### src/rtl/dma_ring_chan.sv
module dma_ring_chan #(
  parameter int MAX_BYTES = 65536
) (
  input  logic        clk,
  input  logic        rst_n,
  input  logic        reg_we,
  input  logic [7:0]  reg_addr,
  input  logic [31:0] reg_wdata,
  output logic [31:0] reg_rdata,
  output logic        mem_req,
  output logic        mem_we,
  output logic [31:0] mem_addr,
  output logic [31:0] mem_wdata,
  input  logic        mem_ack,
  input  logic [31:0] mem_rdata,
  output logic        irq
);
  localparam int CNT_W = $clog2(MAX_BYTES + 1);
  localparam logic [31:0] MAX_W = 32'(MAX_BYTES);

  typedef enum logic [1:0] {S_IDLE, S_DESC, S_RD, S_WR} st_t;

  st_t              st;
  logic [CNT_W-1:0] cnt;
  logic [31:0]      src, dst, nxt, cur, ctrl, dbuf;
  logic [1:0]       dk;
  logic [7:0]       bb, bsz;
  logic             pend, mask, stat, req;

  function automatic logic [CNT_W-1:0] clamp_cnt(input logic [31:0] v);
    return (v > MAX_W) ? CNT_W'(MAX_BYTES) : v[CNT_W-1:0];
  endfunction

  wire              en        = ctrl[12];
  wire              active    = (st != S_IDLE) && en;
  wire              abort     = reg_we && (reg_addr == 8'h40) && reg_wdata[20] && !reg_wdata[12];
  wire [31:0]       src_step  = (ctrl[3:2] == 2'd2) ? 32'd0 : 32'd4;
  wire [31:0]       dst_step  = (ctrl[5:4] == 2'd2) ? 32'd0 : 32'd4;
  wire [7:0]        bb_n      = bb + 8'd4;
  wire [CNT_W-1:0]  bb_x      = CNT_W'(bb_n);
  wire              last      = bb_x >= cnt;
  wire              burst_end = last || (bb_n == bsz);
  wire [31:0]       next_al   = {nxt[31:4], 4'b0};

  always_comb begin
    case (ctrl[8:6])
      3'd1:    bsz = 8'd8;
      3'd3:    bsz = 8'd16;
      3'd6:    bsz = 8'd32;
      3'd7:    bsz = 8'd64;
      3'd5:    bsz = 8'd128;
      default: bsz = 8'd4;
    endcase
  end

  assign mem_req   = req;
  assign mem_we    = (st == S_WR);
  assign mem_wdata = dbuf;
  assign irq       = stat & mask;

  always_comb begin
    case (st)
      S_DESC:  mem_addr = cur + {28'b0, dk, 2'b0};
      S_RD:    mem_addr = src;
      default: mem_addr = dst;
    endcase
  end

  always_comb begin
    case (reg_addr)
      8'h00:   reg_rdata = 32'(cnt);
      8'h10:   reg_rdata = src;
      8'h20:   reg_rdata = dst;
      8'h30:   reg_rdata = nxt;
      8'h40:   reg_rdata = {ctrl[31:15], active, pend, ctrl[12:0]};
      8'h70:   reg_rdata = cur;
      8'h80:   reg_rdata = {31'b0, mask};
      8'hA0:   reg_rdata = {31'b0, stat};
      default: reg_rdata = 32'b0;
    endcase
  end

  always_ff @(posedge clk or negedge rst_n) begin
    if (!rst_n) begin
      st   <= S_IDLE;
      cnt  <= '0;
      src  <= '0;
      dst  <= '0;
      nxt  <= '0;
      cur  <= '0;
      ctrl <= '0;
      dbuf <= '0;
      dk   <= '0;
      bb   <= '0;
      pend <= 1'b0;
      mask <= 1'b0;
      stat <= 1'b0;
      req  <= 1'b0;
    end else begin
      if (reg_we) begin
        case (reg_addr)
          8'h00: cnt <= clamp_cnt(reg_wdata);
          8'h10: src <= reg_wdata;
          8'h20: dst <= reg_wdata;
          8'h30: nxt <= reg_wdata;
          8'h40: begin
            ctrl <= reg_wdata;
            if (reg_wdata[13]) pend <= 1'b1;
          end
          8'h80: mask <= reg_wdata[0];
          8'hA0: if (!reg_wdata[0]) stat <= 1'b0;
          default: ;
        endcase
      end

      if (st == S_IDLE) begin
        if (pend && en) begin
          st   <= S_DESC;
          dk   <= '0;
          cur  <= next_al;
          pend <= 1'b0;
        end
      end else if (req && mem_ack) begin
        req <= 1'b0;
        case (st)
          S_DESC: begin
            dk <= dk + 2'd1;
            case (dk)
              2'd0: cnt <= clamp_cnt(mem_rdata);
              2'd1: src <= mem_rdata;
              2'd2: dst <= mem_rdata;
              default: begin
                nxt <= mem_rdata;
                if (cnt == '0) begin
                  stat <= 1'b1;
                  cur  <= {mem_rdata[31:4], 4'b0};
                end else begin
                  st <= S_RD;
                  bb <= '0;
                end
              end
            endcase
          end
          S_RD: begin
            dbuf <= mem_rdata;
            st   <= S_WR;
          end
          default: begin
            src <= src + src_step;
            dst <= dst + dst_step;
            if (burst_end) begin
              bb  <= '0;
              cnt <= last ? '0 : cnt - bb_x;
            end else begin
              bb <= bb_n;
            end
            if (last) begin
              stat <= 1'b1;
              cur  <= next_al;
              st   <= S_DESC;
              dk   <= '0;
            end else begin
              st <= S_RD;
            end
          end
        endcase
      end else if (!req && en) begin
        req <= 1'b1;
      end

      if (abort) begin
        st   <= S_IDLE;
        req  <= 1'b0;
        pend <= 1'b0;
        dk   <= '0;
        bb   <= '0;
      end
    end
  end
endmodule


### config.mk
export PLATFORM = sky130hd
export DESIGN_NAME = dma_ring_chan
export DESIGN_NICKNAME = d
export VERILOG_FILES = /design/src/rtl/dma_ring_chan.sv
export SDC_FILE = /design/constraint.sdc
export NUM_CORES = 1
export LEC_CHECK = 0
export BUFFER_PORTS_ARGS = -buffer_cell sky130_fd_sc_hd__clkbuf_2
export CORE_MARGIN = 4
export CORE_UTILIZATION = 40
export DETAILED_ROUTE_END_ITERATION = 10
export SETUP_SLACK_MARGIN = 0.15
export SYNTH_ARGS = -nofsm -noshare
export SYNTH_HDL_FRONTEND = slang
export SYNTH_SLANG_ARGS = --single-unit
### constraint.sdc
create_clock -name clk -period 4.32 [get_ports clk]
set_clock_uncertainty 0.1 [all_clocks]
set_input_delay 0.864 -clock clk [delete_from_list [all_inputs] [get_ports clk]]
set_output_delay 0.864 -clock clk [all_outputs]
set_load 0.01 [all_outputs]
==> impl_metrics.env, run 1 <==
export IMPL_synth_top_family_by_area="compound AO/OA/AOI/OAI gates"
export IMPL_start_util=0.4056
export IMPL_cts_resized_gates=0
export IMPL_dieArea_um2=39260
export IMPL_setup_viol=0
export IMPL_portBuffers=174
export IMPL_synth_compound_gate_area_share=0.2185
export IMPL_rows=69
export IMPL_cts_tree="done"
export IMPL_antenna_cells=0
export IMPL_p_per_area_nw_per_um2=629.3
export IMPL_worstMarginPinSlew_ps=866.6
export IMPL_ys_seq_elements=217
export IMPL_chipHeight_um=198.2
export IMPL_grt_use_met3=0.06296
export IMPL_dpl_cell_count=2175
export IMPL_rsz0062_at_grt="no"
export IMPL_drtIter0Drc=1580
export IMPL_synth_edf_count=0
export IMPL_startpoint_type="input pin"
export IMPL_fmax_ghz=0.2509
export IMPL_yosys_area_top_type_share=0.3755
export IMPL_fin_tns_setup_ps=0
export IMPL_cts_hold_buffers=0
export IMPL_cts_buffers=27
export IMPL_area_delta_synth_final_pct=16.51
export IMPL_yosys_area_top_type="dfrtp_1"
export IMPL_grt_max_degree=102
export IMPL_num_io_pins=175
export IMPL_wl_mm=58.13
export IMPL_nets=1838
export IMPL_slew_viol_final=0
export IMPL_dr_pass1_iters=9
export IMPL_arrival_ps=3020
export IMPL_ir_drop_mv=0.3737
export IMPL_clkLatencyLatePin_ps=570
export IMPL_status="complete, no violations"
export IMPL_worst_setup_path_end_kind="output pin"
export IMPL_seq_area_um2=5430
export IMPL_rrSetupSlack_ps=370
export IMPL_ys_warnings_count=0
export IMPL_critPathBufInv=4
export IMPL_drive_above_1_share=0.2102
export IMPL_syn_area_um2=14460
export IMPL_synth_top_cells_by_area="dfrtp_1, mux2i_1, mux2_2, nand2_1, o21ai_0"
export IMPL_use_met1=0.3821
export IMPL_syn_inst=1622
export IMPL_remaining_drc_errors=0
export IMPL_crit_path_max_incr_delay_ps=560
export IMPL_fin_crit_ps=3986
export IMPL_multiInputGateArea_um2=8483
export IMPL_gr_usage_met2=0.4594
export IMPL_ant_nets=0
export IMPL_cts_root_buf="clkbuf_16"
export IMPL_grt_use_total=0.2883
export IMPL_synth_async_reset_ratio=1.000
export IMPL_synth_simple_area_share=0.1504
export IMPL_synth_nets=1717
export IMPL_core_area_um2=35660
export IMPL_wl_per_cell_um=26.17
export IMPL_cp_slowest_cell="or4_1"
export IMPL_fin_cells=2221
export IMPL_antenna_found_initial=0
export IMPL_overflow=0
export IMPL_gp_congestion=0.9317
export IMPL_seq_area_frac_synth=0.3755
export IMPL_synth_top_flop_cell="dfrtp_1"
export IMPL_htreeDepth=1
export IMPL_hp_class="input pin to async pin"
export IMPL_globalRoute_busiestLayer="met2"
export IMPL_cts_sinks=217
export IMPL_slew_headroom=0.4223
export IMPL_synth_avg_cell_area_um2=8.917
export IMPL_path_cells="clkbuf_2 -> or4_1 -> or2_2 -> nor4b_2 -> buf_12 -> buf_12 -> a222oi_1 -> nand2_1 -> clkbuf_2"
export IMPL_die_w_um=198.2
export IMPL_cts_setup_buffers=0
export IMPL_first_global_vias=14270
export IMPL_dp_slack_ps=280.7
export IMPL_hold_viol_final=0
export IMPL_synth_area_mux_share=0.1464
export IMPL_clock_path_buffers=3
export IMPL_via_count=14290
export IMPL_cap_violations=0
export IMPL_leakagePower_nw=7.657
export IMPL_cp_required_ps=3360
export IMPL_fin_util=0.4726
export IMPL_worstSetupPathType="input pin to output pin"
export IMPL_holdWs_ps=281.3
export IMPL_yosys_area_share_adder=0.01990
export IMPL_grt_pass1_wl_mm=87.83
export IMPL_synthXorXnorAreaFrac=0.04421
export IMPL_dp_hpwl_mm=39.85
export IMPL_cp_max_fo=19
export IMPL_fillers=3491
export IMPL_post_route_period_util=0.9228
export IMPL_viasPerCell=6.432
export IMPL_netlist_cell_type_count=76
export IMPL_path_delay_family="simple AND/OR/NAND/NOR gates"
export IMPL_layout_setup_ws_ps=333.7
export IMPL_path_clk_slew_ps=50
[final timing paths]
kind                            endpoint  cells past startpoint     startpoint
max                        reg_rdata[25]                      9    reg_addr[1]
min                                bb[7]                      1          rst_n
max reg2reg                        bb[5]                     13          bb[2]
min reg2reg                mem_wdata[10]                      1  mem_wdata[10]
max in group asynchronous  mem_wdata[17]                      2          rst_n
min in group clk           mem_wdata[10]                      1  mem_wdata[10]
[cell type report]
cell class,count,area share
clock buffers,41,0.04738
inverters,29,0.006460
flip-flops and latches,217,0.3223
well taps,461,0.03423
repair buffers,226,0.08287
multi-input cells,1242,0.5035
clock inverters,5,0.003342
[kinds of logic (layout without fill, tap and decap cells)]
group,count (synthesis),count (layout)
AOI/OAI and AO/OA,473,473
xor gates and xnor gates,73,73
adders and majority gates,24,24
buffers and inverters,163,301
DFF,217,217
muxes,202,202
other,2,2
and+or+nand+nor,468,468
[cells in the mapped netlist (19+ instances only)]
master / count
a21oi_1: 72
a222oi_1: 30
a22oi_1: 94
buf_1: 20
clkbuf_1: 102
dfrtp_1: 217
ha_1: 19
inv_1: 28
mux2_2: 76
mux2i_1: 126
nand2_1: 207
nand3_1: 36
nor2_1: 98
nor4_1: 19
o21ai_0: 152
o221ai_1: 27
xnor2_1: 36
xor2_1: 37
[flip-flops by register name, summed over array words and instances, names as in the netlist]
name / count
dst: 32
mem_wdata: 32
nxt: 32
src: 32
ctrl: 30
cur: 28
cnt: 17
bb: 6
dk: 2
st: 2
mask: 1
mem_req: 1
pend: 1
stat: 1
[per-stage QoR]
stage	power [mW]	cell area, um2
3_5_place_dp	8.266	16000
2_1_floorplan	6.324	14460
3_3_place_gp	8.154	16000
5_1_grt	11.20	16850
4_1_cts	10.53	16850
6_report	10.60	16850
[per-layer routing]
metal | share of wire | wire (um)
met1 | 0.40 | 23520
met2 | 0.45 | 26350
met3 | 0.097 | 5637
met4 | 0.045 | 2619
met5 | 0 | 0
[layout by cell type, fill, tap and decap left out, types with 5 or more instances in the layout]
master	count
nor2b_1	9
ha_1	16
and4_1	8
and3_1	10
buf_4	42
a21o_1	5
and2_1	9
nand2_1	205
maj3_1	5
o22ai_1	17
a21oi_1	71
o21ai_0	152
xnor2_1	36
dfrtp_1	217
nor3_1	15
clkbuf_1	7
mux2_2	76
o211ai_1	5
buf_12	10
o31ai_1	5
clkbuf_2	173
inv_1	28
nand4_1	18
a22oi_1	94
nor2_1	95
o221ai_1	27
clkbuf_8	7
nand3_1	35
clkbuf_16	27
xor2_1	37
mux2i_1	126
a22o_1	6
nor4_1	19
a221o_1	12
a221oi_1	7
a222oi_1	30
or4_1	5
[report_power, final]
group | internal, mW | switching (mW)
Combinational | 1.87 | 3.13
Clock | 1.32 | 0.921
Sequential | 2.60 | 0.766
(Power assumes the default switching activity.)
==> run 2, diff against run 1 <==
- CORE_MARGIN: 4 -> default
- RECOVER_POWER: default -> 50
==> run 2 against run 1 <==
The flow now finishes with violations (capacitance limit, slew limit); first-iteration DRC count grew 5.1%; cell count grew 0.63%; critical endpoint is now reg_rdata[24]; worst hold slack gained 110 ps; fmax shrank 0.65%; cell area grew 0.45%.
==> impl_metrics.env, run 2 (synthesis gave the netlist of run 1 again) <==
export IMPL_via_count=14320
export IMPL_holdPathStages=2
export IMPL_grt_use_met3=0.05609
export IMPL_fillers=3446
export IMPL_use_met1=0.4174
export IMPL_wl_per_cell_um=25.42
export IMPL_r2r_end="mem_wdata[20]"
export IMPL_post_route_period_util=0.9288
export IMPL_path_cells="clkbuf_2 -> or4_1 -> or2_0 -> nor2_1 -> and3_2 -> buf_12 -> a222oi_1 -> nand2_1 -> clkbuf_2"
export IMPL_gp_congestion=0.9198
export IMPL_seq_area_um2=5430
export IMPL_cts_tree="done"
export IMPL_fin_cells=2235
export IMPL_first_global_vias=13940
export IMPL_remaining_drc_errors=0
export IMPL_core_area_um2=35570
export IMPL_holdWs_ps=393.7
export IMPL_worstSetupPathType="input pin to output pin"
export IMPL_worst_setup_path_end_kind="output pin"
export IMPL_clkLatencyLatePin_ps=570
export IMPL_fin_util=0.4758
export IMPL_antenna_found_initial=2
export IMPL_cts_root_buf="clkbuf_16"
export IMPL_layout_cells_most_common="dfrtp_1"
export IMPL_num_io_pins=175
export IMPL_nets=1848
export IMPL_crit_path_max_incr_delay_ps=610
export IMPL_violations="capacitance limit, slew limit"
export IMPL_rrSetupSlack_ps=360
export IMPL_wl_mm=56.81
export IMPL_cp_slowest_cell="or4_1"
export IMPL_overflow=0
export IMPL_fmax_ghz=0.2492
export IMPL_area_delta_synth_final_pct=17.03
export IMPL_dp_slack_ps=232.9
export IMPL_dieArea_um2=36920
export IMPL_p_per_area_nw_per_um2=642.5
export IMPL_ir_drop_mv=0.3671
export IMPL_path_clk_slew_ps=60
export IMPL_place_area_um2=16020
export IMPL_arrival_ps=3050
export IMPL_cp_max_fo=18
export IMPL_rows=69
export IMPL_gr_usage_met2=0.4758
export IMPL_r2r_start="st[0]"
export IMPL_htreeDepth=1
export IMPL_cts_buffers=28
export IMPL_hp_class="flip-flop to flip-flop"
export IMPL_dpl_cell_count=2184
export IMPL_drive_above_1_share=0.1930
export IMPL_mostFrequentLayoutCells="dfrtp_1, nand2_1, o21ai_0"
export IMPL_cp_required_ps=3360
export IMPL_grt_use_total=0.3087
export IMPL_cts_sinks=217
export IMPL_worstMarginPinSlew_ps=2812
export IMPL_layout_setup_ws_ps=307.8
export IMPL_startpoint_type="input pin"
export IMPL_rsz0062_at_grt="no"
export IMPL_cts_hold_buffers=0
export IMPL_start_util=0.4066
export IMPL_cap_violations=1
export IMPL_chipHeight_um=192.2
export IMPL_die_w_um=192.2
export IMPL_drtIter0Drc=1661
export IMPL_fin_crit_ps=4012
export IMPL_viasPerCell=6.409
export IMPL_leakagePower_nw=7.627
export IMPL_ant_nets=0
export IMPL_slew_headroom=-0.8744
export IMPL_r2r_cells=7
export IMPL_clock_path_buffers=3
export IMPL_dr_pass1_iters=6
export IMPL_setup_viol=0
export IMPL_status="finished, violations left"
export IMPL_hold_path_startpoint="mem_wdata[7]"
export IMPL_globalRoute_busiestLayer="met2"
export IMPL_fin_tns_setup_ps=0
export IMPL_worstHoldEndpoint="mem_wdata[7]"
export IMPL_grt_pass1_wl_mm=85.73
export IMPL_hold_viol_final=0
export IMPL_design_area_um2=16930
export IMPL_grt_max_degree=100
export IMPL_slew_viol_final=99
export IMPL_dp_hpwl_mm=39.74
export IMPL_multiInputGateArea_um2=8483
export IMPL_cts_setup_buffers=0
export IMPL_portBuffers=174
export IMPL_crit_top_cell="clkbuf_2"
export IMPL_finalPower_mw=10.87
export IMPL_cts_resized_gates=0
run 2: changes by cell type in the layout (fill, tap and decap cells not counted), moves of 2 or more:
cell | before | now
bufinv_16 | 1 | 4
clkinv_2 | 2 | 4
buf_12 | 10 | 7
clkbuf_8 | 7 | 5
buf_4 | 42 | 50
clkbuf_1 | 7 | 44
clkbuf_16 | 27 | 29
clkbuf_2 | 173 | 141
diode_2 | 0 | 2
run 2: area by class of cell:
| class | count | area share |
|---|---|---|
| Timing Repair Buffer | 235 | 0.08036 |
| Antenna cell | 2 | 0.0002957 |
| Sequential cell | 217 | 0.3208 |
| Clock inverter | 8 | 0.008280 |
| Clock buffer | 41 | 0.04850 |
| Tap cell | 461 | 0.03408 |
| Multi-Input combinational cell | 1242 | 0.5012 |
| Inverter | 29 | 0.006432 |
run 2: worst max-delay path by stage:
stage / to / slack [ps] / from / cells past startpoint
after floorplan: reg_rdata[18] / 280 / reg_addr[1] / 9
after global placement: reg_rdata[18] / 250 / reg_addr[1] / 9
after detailed placement: reg_rdata[24] / 230 / reg_addr[1] / 9
after CTS: reg_rdata[24] / 230 / reg_addr[1] / 9
after global routing: mem_wdata[20] / 160 / st[0] / 7
final: reg_rdata[24] / 310 / reg_addr[1] / 9
run 2: layer usage:
metal  routed length, um  vias to the layer above
met4                2514                        2
met2               25370                      920
met3                5854                      170
met1               23040                     6946
met5                  31                        -
li1                    -                     6285
run 2: critical path, delay by kind of cell:
kind | cells | cell delay, ps
and+or+nand+nor | 5 | 1630
buffers and inverters | 3 | 410
AOI/OAI and AO/OA | 1 | 120
run 2: power breakdown:
part,internal (mW),total (mW),switching (mW)
logic,1.87,5.00,3.13
clock network,1.54,2.50,0.963
registers,2.60,3.37,0.774
total,6.00,10.9,4.87
